<file path="src/rtl/rcps_pkg.sv">
package rcps_pkg;

    typedef enum logic [0:0] {
        S_OPEN   = 1'b0,
        S_SETTLE = 1'b1
    } ctrl_state_t;

    typedef enum logic {
        MSG_DEC = 1'b0,
        MSG_INC = 1'b1
    } msg_kind_t;

endpackage

</file>
<file path="src/rtl/rcps_ctrl.sv">
module rcps_ctrl
    import rcps_pkg::*;
(
    input  logic clk,
    input  logic rst_n,
    input  logic wr_valid,
    input  logic room2,
    output logic wr_ready,
    output logic accept
);

    ctrl_state_t state_q;
    ctrl_state_t state_d;

    always_ff @(posedge clk or negedge rst_n) begin
        if (!rst_n) begin
            state_q <= S_OPEN;
        end else begin
            state_q <= state_d;
        end
    end

    always_comb begin
        state_d = state_q;
        unique case (state_q)
            S_OPEN:   if (wr_valid && room2) state_d = S_SETTLE; // accept
            S_SETTLE: state_d = S_OPEN;                          // settle_done
            default:  state_d = S_OPEN;
        endcase
    end

    always_comb begin
        wr_ready = 1'b0;
        unique case (state_q)
            S_OPEN:   wr_ready = room2;
            S_SETTLE: wr_ready = 1'b0;
            default:  wr_ready = 1'b0;
        endcase
        accept = wr_ready && wr_valid;
    end

endmodule

</file>
<file path="src/rtl/rcps_node_store.sv">
module rcps_node_store #(
    parameter int NODE_AW = 4,
    parameter int DATA_W  = 32
) (
    input  logic               clk,
    input  logic               rst_n,
    input  logic               we,
    input  logic [NODE_AW-1:0] w_node,
    input  logic               w_right,
    input  logic [DATA_W-1:0]  w_data,
    input  logic               w_live,
    output logic [DATA_W-1:0]  old_data,
    output logic               old_live,
    input  logic [NODE_AW-1:0] r_node,
    input  logic               r_right,
    output logic [DATA_W-1:0]  r_data,
    output logic               r_live
);

    localparam int NODES = 1 << NODE_AW;

    logic [DATA_W-1:0] left_q  [NODES];
    logic [DATA_W-1:0] right_q [NODES];
    logic [NODES-1:0]  llive_q;
    logic [NODES-1:0]  rlive_q;

    always_ff @(posedge clk or negedge rst_n) begin
        if (!rst_n) begin
            for (int i = 0; i < NODES; i++) begin
                left_q[i]  <= '0;
                right_q[i] <= '0;
            end
            llive_q <= '0;
            rlive_q <= '0;
        end else if (we) begin
            if (w_right) begin
                right_q[w_node] <= w_data;
                rlive_q[w_node] <= w_live;
            end else begin
                left_q[w_node]  <= w_data;
                llive_q[w_node] <= w_live;
            end
        end
    end

    // Old contents seen in the same cycle the new word is written.
    always_comb begin
        old_data = w_right ? right_q[w_node] : left_q[w_node];
        old_live = w_right ? rlive_q[w_node] : llive_q[w_node];
    end

    always_comb begin
        r_data = r_right ? right_q[r_node] : left_q[r_node];
        r_live = r_right ? rlive_q[r_node] : llive_q[r_node];
    end

endmodule

</file>
<file path="src/rtl/rcps_msg_fifo.sv">
module rcps_msg_fifo #(
    parameter int DEPTH  = 4,
    parameter int DATA_W = 32
) (
    input  logic              clk,
    input  logic              rst_n,
    input  logic              push0,
    input  logic              push0_inc,
    input  logic [DATA_W-1:0] push0_addr,
    input  logic              push1,
    input  logic              push1_inc,
    input  logic [DATA_W-1:0] push1_addr,
    output logic              room2,
    output logic              pop_valid,
    input  logic              pop_ready,
    output logic              pop_inc,
    output logic [DATA_W-1:0] pop_addr
);

    localparam int PTR_W = (DEPTH > 1) ? $clog2(DEPTH) : 1;
    localparam int CNT_W = PTR_W + 1;

    logic [DATA_W-1:0] addr_q [DEPTH];
    logic [DEPTH-1:0]  inc_q;
    logic [PTR_W-1:0]  wptr_q;
    logic [PTR_W-1:0]  rptr_q;
    logic [CNT_W-1:0]  cnt_q;
    logic              pop;
    logic [1:0]        n_push;
    logic [PTR_W-1:0]  wptr_nx;

    assign pop       = pop_valid && pop_ready;
    assign n_push    = {1'b0, push0} + {1'b0, push1};
    assign wptr_nx   = wptr_q + PTR_W'(1);
    assign pop_valid = (cnt_q != '0);
    assign room2     = (cnt_q <= CNT_W'(DEPTH - 2));
    assign pop_addr  = addr_q[rptr_q];
    assign pop_inc   = inc_q[rptr_q];

    always_ff @(posedge clk) begin
        if (push0) begin
            addr_q[wptr_q] <= push0_addr;
            inc_q[wptr_q]  <= push0_inc;
        end
        if (push1) begin
            addr_q[wptr_nx] <= push1_addr;
            inc_q[wptr_nx]  <= push1_inc;
        end
    end

    always_ff @(posedge clk or negedge rst_n) begin
        if (!rst_n) begin
            wptr_q <= '0;
            rptr_q <= '0;
            cnt_q  <= '0;
        end else begin
            wptr_q <= wptr_q + PTR_W'(n_push);
            if (pop) rptr_q <= rptr_q + PTR_W'(1);
            cnt_q <= cnt_q + CNT_W'(n_push) - CNT_W'(pop);
        end
    end

endmodule

</file>
<file path="src/rtl/rcps_store_unit.sv">
module rcps_store_unit
    import rcps_pkg::*;
#(
    parameter int NODE_AW    = 4,
    parameter int DATA_W     = 32,
    parameter int FIFO_DEPTH = 4,
    parameter int ADDR_W     = NODE_AW + 3
) (
    input  logic              clk,
    input  logic              rst_n,
    input  logic              wr_valid,
    output logic              wr_ready,
    input  logic [ADDR_W-1:0] wr_addr,
    input  logic [DATA_W-1:0] wr_data,
    input  logic              wr_binary,
    output logic              cnt_valid,
    input  logic              cnt_ready,
    output logic [DATA_W-1:0] cnt_addr,
    output logic              cnt_inc,
    input  logic [ADDR_W-1:0] obs_addr,
    output logic [DATA_W-1:0] obs_data,
    output logic              obs_live
);

    localparam logic [DATA_W-1:0] FIELD_MASK = ~(DATA_W'(4));

    logic              accept;
    logic              room2;
    logic [DATA_W-1:0] old_data;
    logic              old_live;
    logic              gen_inc;
    logic              gen_dec;
    logic              p0;
    logic              p0_inc;
    logic [DATA_W-1:0] p0_addr;
    logic              p1;
    logic [DATA_W-1:0] inc_addr;
    logic [DATA_W-1:0] dec_addr;

    rcps_ctrl u_ctrl (
        .clk      (clk),
        .rst_n    (rst_n),
        .wr_valid (wr_valid),
        .room2    (room2),
        .wr_ready (wr_ready),
        .accept   (accept)
    );

    rcps_node_store #(
        .NODE_AW (NODE_AW),
        .DATA_W  (DATA_W)
    ) u_store (
        .clk      (clk),
        .rst_n    (rst_n),
        .we       (accept),
        .w_node   (wr_addr[ADDR_W-1:3]),
        .w_right  (wr_addr[2]),
        .w_data   (wr_data),
        .w_live   (wr_binary),
        .old_data (old_data),
        .old_live (old_live),
        .r_node   (obs_addr[ADDR_W-1:3]),
        .r_right  (obs_addr[2]),
        .r_data   (obs_data),
        .r_live   (obs_live)
    );

    // Increment for the new referent always takes the first slot.
    assign gen_inc  = accept && wr_binary;
    assign gen_dec  = accept && old_live;
    assign inc_addr = wr_data & FIELD_MASK;
    assign dec_addr = old_data & FIELD_MASK;
    assign p0       = gen_inc || gen_dec;
    assign p0_inc   = gen_inc;
    assign p0_addr  = gen_inc ? inc_addr : dec_addr;
    assign p1       = gen_inc && gen_dec;

    rcps_msg_fifo #(
        .DEPTH  (FIFO_DEPTH),
        .DATA_W (DATA_W)
    ) u_fifo (
        .clk        (clk),
        .rst_n      (rst_n),
        .push0      (p0),
        .push0_inc  (p0_inc),
        .push0_addr (p0_addr),
        .push1      (p1),
        .push1_inc  (MSG_DEC),
        .push1_addr (dec_addr),
        .room2      (room2),
        .pop_valid  (cnt_valid),
        .pop_ready  (cnt_ready),
        .pop_inc    (cnt_inc),
        .pop_addr   (cnt_addr)
    );

endmodule

</file>
<file path="config.mk">
export PLATFORM = sky130hd
export DESIGN_NAME = rcps_store_unit
export DESIGN_NICKNAME = d
export VERILOG_FILES = /design/src/rtl/rcps_pkg.sv /design/src/rtl/rcps_ctrl.sv /design/src/rtl/rcps_node_store.sv /design/src/rtl/rcps_msg_fifo.sv /design/src/rtl/rcps_store_unit.sv
export SDC_FILE = /design/constraint.sdc
export NUM_CORES = 2
export LEC_CHECK = 0
export ABC_AREA = 0
export BUFFER_PORTS_ARGS = -buffer_cell sky130_fd_sc_hd__buf_4
export CORE_MARGIN = 5
export CORE_UTILIZATION = 64
export CTS_CLUSTER_SIZE = 8
export DETAILED_ROUTE_END_ITERATION = 16
export GPL_TIMING_DRIVEN = 0
export HOLD_SLACK_MARGIN = 0.08
export PLACE_DENSITY = 0.83
export SLEW_MARGIN = 20
export SYNTH_ARGS = -nofsm -noshare
export SYNTH_HDL_FRONTEND = slang
export SYNTH_SLANG_ARGS = --single-unit
</file>
<file path="constraint.sdc">
create_clock -name clk -period 5.3 [get_ports clk]
set_input_delay 1.06 -clock clk [delete_from_list [all_inputs] [get_ports clk]]
set_output_delay 1.06 -clock clk [all_outputs]
set_load 0.05 [all_outputs]
</file>
==> metrics.txt <==
outcome complete, but fails checks; violated checks setup timing; count of state elements after synthesis 1192; starting density of the core 64.5%; height of the chip 322 um; Setup crit start obs_addr[4]; DRC Markers 0; post-synth design cell area 0.0625 sq mm; sum of net half-perimeters after detailed placement 154 mm; type of element capturing the critical path output port; mean cell area of the mapped netlist 15.0 sq um; R2R Path End u_fifo.addr_q[2][14]$_DFFE_PP_; total via count in the routed design 44.2k; number of failing hold endpoints at the final stage 0; clock tree from TritonCTS yes; Post-synth EDFFs 124; min setup slack post-route -158 ps; sequential area share after synthesis 48.7%; Peak VDD IR 0.000450 V; insertion delay of the later-clocked pin in the worst-skew pair 770 ps; cell area after placement 0.0653 sq mm; dominant cell type by area after synthesis sky130_fd_sc_hd__dfrtp_1; Congestion Overflow GR 0; critical path capture point obs_data[31]; total power divided by cell area 474 mW/mm^2; ys flop type sky130_fd_sc_hd__dfrtp_1; kind of start point of the critical path input pin; final core utilization 72.0%; final worst-path cycle share 103%; share of cells above drive strength 1 47.2%; count of standard-cell rows 114; fin crit period 5460 ps; layout overhead on the synthesized area 11.6%; Die Outline Area 0.104 sq mm; most numerous cell in the Yosys netlist sky130_fd_sc_hd__mux2_2; setup TNS -2100 ps; number of DRC violations after detailed-routing iteration 0 6739; path type of the worst min-delay path in2async; leak pwr 0.0308 uW; share of the synthesized area in the top cell type 42.6%; ys async rst share 89.3%; Min Hold Slack 419 ps; reg-to-reg startpoint u_fifo.cnt_q[0]$_DFF_PN0_; warnings from Yosys 0; count of H-tree levels built during CTS 4; number of top-level design ports 119; data arrival time of the critical path 4400 ps; logic depth of the worst register-to-register path 6; routed wire length 222 mm; Die Wd 322 um; crit-path max FO 10; Max-cap violations 0; required time worst endpoint 4240 ps; worst clock skew 28.3 ps; setup violators final 46; transition time at the pin with the least slew margin 1390 ps; register-to-register path setup slack 1280 ps; Setup Crit Path Kind in2out; syn nets 4231; Pre-Repair DR Iteration Count 9; total number of nets in the final design 4521; main area contributors after synthesis sky130_fd_sc_hd__dfrtp_1, sky130_fd_sc_hd__mux2_2, sky130_fd_sc_hd__mux4_2; WL per Instance 38.3 um; number of placed cells counting well taps 5570; count of final max-slew check failures 0; post-synthesis cell count 4172; maximum clock path buffer count 3; Relative slew margins 7.10%; distinct cell type count of the synthesized netlist 51; via-per-instance ratio 7.65; fin cells 5787; post-detailed-route count of antenna-violating nets 0; number of buffer cells added on primary ports 108; total routing resource utilization after global routing 42.7%; floorplan core area 0.0969 sq mm; maximum operating frequency 0.183 GHz; cell chosen for the clock root sky130_fd_sc_hd__clkbuf_16; count of clock tree sinks 1192; commonest cells in the synthesized netlist sky130_fd_sc_hd__mux2_2, sky130_fd_sc_hd__dfrtp_1, sky130_fd_sc_hd__mux4_2; last weighted congestion value of the routability-driven placer 1.04; via count of the first global-routing pass 44.4k; maximum number of pins on one net before global-route repair 150; number of antenna violations at the first check in global routing 26; post-layout instance area 0.0698 sq mm; # Post-CTS Setup Buffers 0; TritonCTS buffer count 167; clock edge transition at the registers on the reported setup and hold paths 50 ps; first-pass GRT wire length 315 mm
[through the flow]
stage | setup slack (ps) | total power (uW)
finish | -158 | 33100
global route | -36.6 | 34000
CTS | 56.3 | 32600
detailed placement | -831 | 23100
global placement | -9410 | 22600
floorplan | -325 | 19900
[how the worst min path moves through the flow]
stage / from / to / slack, ps / depth (start not counted)
floorplan: u_store.left_q[482]$_DFFE_PN0P_ / u_store.left_q[482]$_DFFE_PN0P_ / 450 / 1
detailed placement: u_store.left_q[482]$_DFFE_PN0P_ / u_store.left_q[482]$_DFFE_PN0P_ / 480 / 1
global placement: u_store.left_q[482]$_DFFE_PN0P_ / u_store.left_q[482]$_DFFE_PN0P_ / 470 / 1
CTS: rst_n / u_store.left_q[176]$_DFFE_PN0P_ / 430 / 2
finish: rst_n / u_store.left_q[238]$_DFFE_PN0P_ / 420 / 2
global route: rst_n / u_store.left_q[176]$_DFFE_PN0P_ / 470 / 2
[repair_timing]
action | CTS | global route
gates resized for setup | 1 | 11
hold buffers | 0 | 0
setup endpoints to repair | 49 | 85
[kinds of logic (layout without fill, tap and decap cells)]
logic type | count (synthesis) | count (layout) | synth area share [%]
AOI/OAI and AO/OA | 317 | 317 | 3.36
xor gates and xnor gates | 6 | 6 | 0.0841
adders and majority gates | 8 | 8 | 0.172
buffers and inverters | 438 | 761 | 3.35
DFF | 1192 | 1192 | 48.7
muxes | 1830 | 1830 | 41.5
other | 1 | 17 | 0.00600
and+or+nand+nor | 380 | 380 | 2.84
[cell usage in the layout, fill, tap and decap left out, types with 17 or more instances in the layout]
| cell type | n |
|---|---|
| sky130_fd_sc_hd__clkbuf_1 | 225 |
| sky130_fd_sc_hd__nand4_1 | 28 |
| sky130_fd_sc_hd__clkbuf_16 | 171 |
| sky130_fd_sc_hd__buf_2 | 133 |
| sky130_fd_sc_hd__buf_4 | 165 |
| sky130_fd_sc_hd__clkbuf_2 | 19 |
| sky130_fd_sc_hd__nor3_1 | 29 |
| sky130_fd_sc_hd__a311oi_1 | 17 |
| sky130_fd_sc_hd__o22ai_1 | 59 |
| sky130_fd_sc_hd__nand2b_1 | 33 |
| sky130_fd_sc_hd__nand2_1 | 193 |
| sky130_fd_sc_hd__mux2_1 | 17 |
| sky130_fd_sc_hd__o21ai_0 | 129 |
| sky130_fd_sc_hd__mux4_2 | 500 |
| sky130_fd_sc_hd__nor2_1 | 53 |
| sky130_fd_sc_hd__mux2i_1 | 238 |
| sky130_fd_sc_hd__a22oi_1 | 20 |
| sky130_fd_sc_hd__edfxtp_1 | 124 |
| sky130_fd_sc_hd__mux2_2 | 1075 |
| sky130_fd_sc_hd__dfrtp_1 | 1064 |
| sky130_fd_sc_hd__a22o_1 | 17 |
[power by group]
part           total (uW)  internal, uW  leakage [uW]  switching [uW]
clock                9540          5680       0.00215            3860
sequential          13900         11900        0.0156            2010
combinational        9590          4770        0.0131            4820
total               33100         22400        0.0308           10700
[layer usage]
| metal | up-vias | global-route usage (%) | wire length [um] |
|---|---|---|---|
| met5 | - | 0.544 | 95 |
| met4 | 8 | 28.1 | 18100 |
| met3 | 961 | 22.6 | 37200 |
| met2 | 3877 | 58.2 | 91900 |
| met1 | 22827 | 53.1 | 74300 |
| li1 | 16573 | - | - |
[registers in the layout, indices dropped and copies added (netlist names)]
| name | cells |
|---|---|
| u_fifo.cnt_q | 3 |
| u_store.rlive_q | 16 |
| u_fifo.wptr_q | 2 |
| u_fifo.inc_q | 4 |
| u_store.left_q | 512 |
| u_fifo.rptr_q | 2 |
| u_store.right_q | 512 |
| u_store.llive_q | 16 |
| u_fifo.addr_q | 124 |
| u_ctrl.state_q | 1 |
[layout make-up]
class,count,area [sq um]
flip-flops and latches,1192,30400
multi-input cells,2542,30000
fillers,6033,27100
clock buffers,198,4380
plain buffers,428,2080
well taps,1276,1600
repair buffers,122,1130
diodes,16,40.0
clock inverters,4,33.8
inverters,9,33.8
[critical path, cell delays in order]
cell and delay, ps:
sky130_fd_sc_hd__clkbuf_1 760, sky130_fd_sc_hd__clkbuf_1 1010, sky130_fd_sc_hd__mux4_2 430, sky130_fd_sc_hd__mux4_2 520
sky130_fd_sc_hd__mux2_2 370, sky130_fd_sc_hd__buf_4 220
No activity file was read; power rests on OpenSTA's default activity.
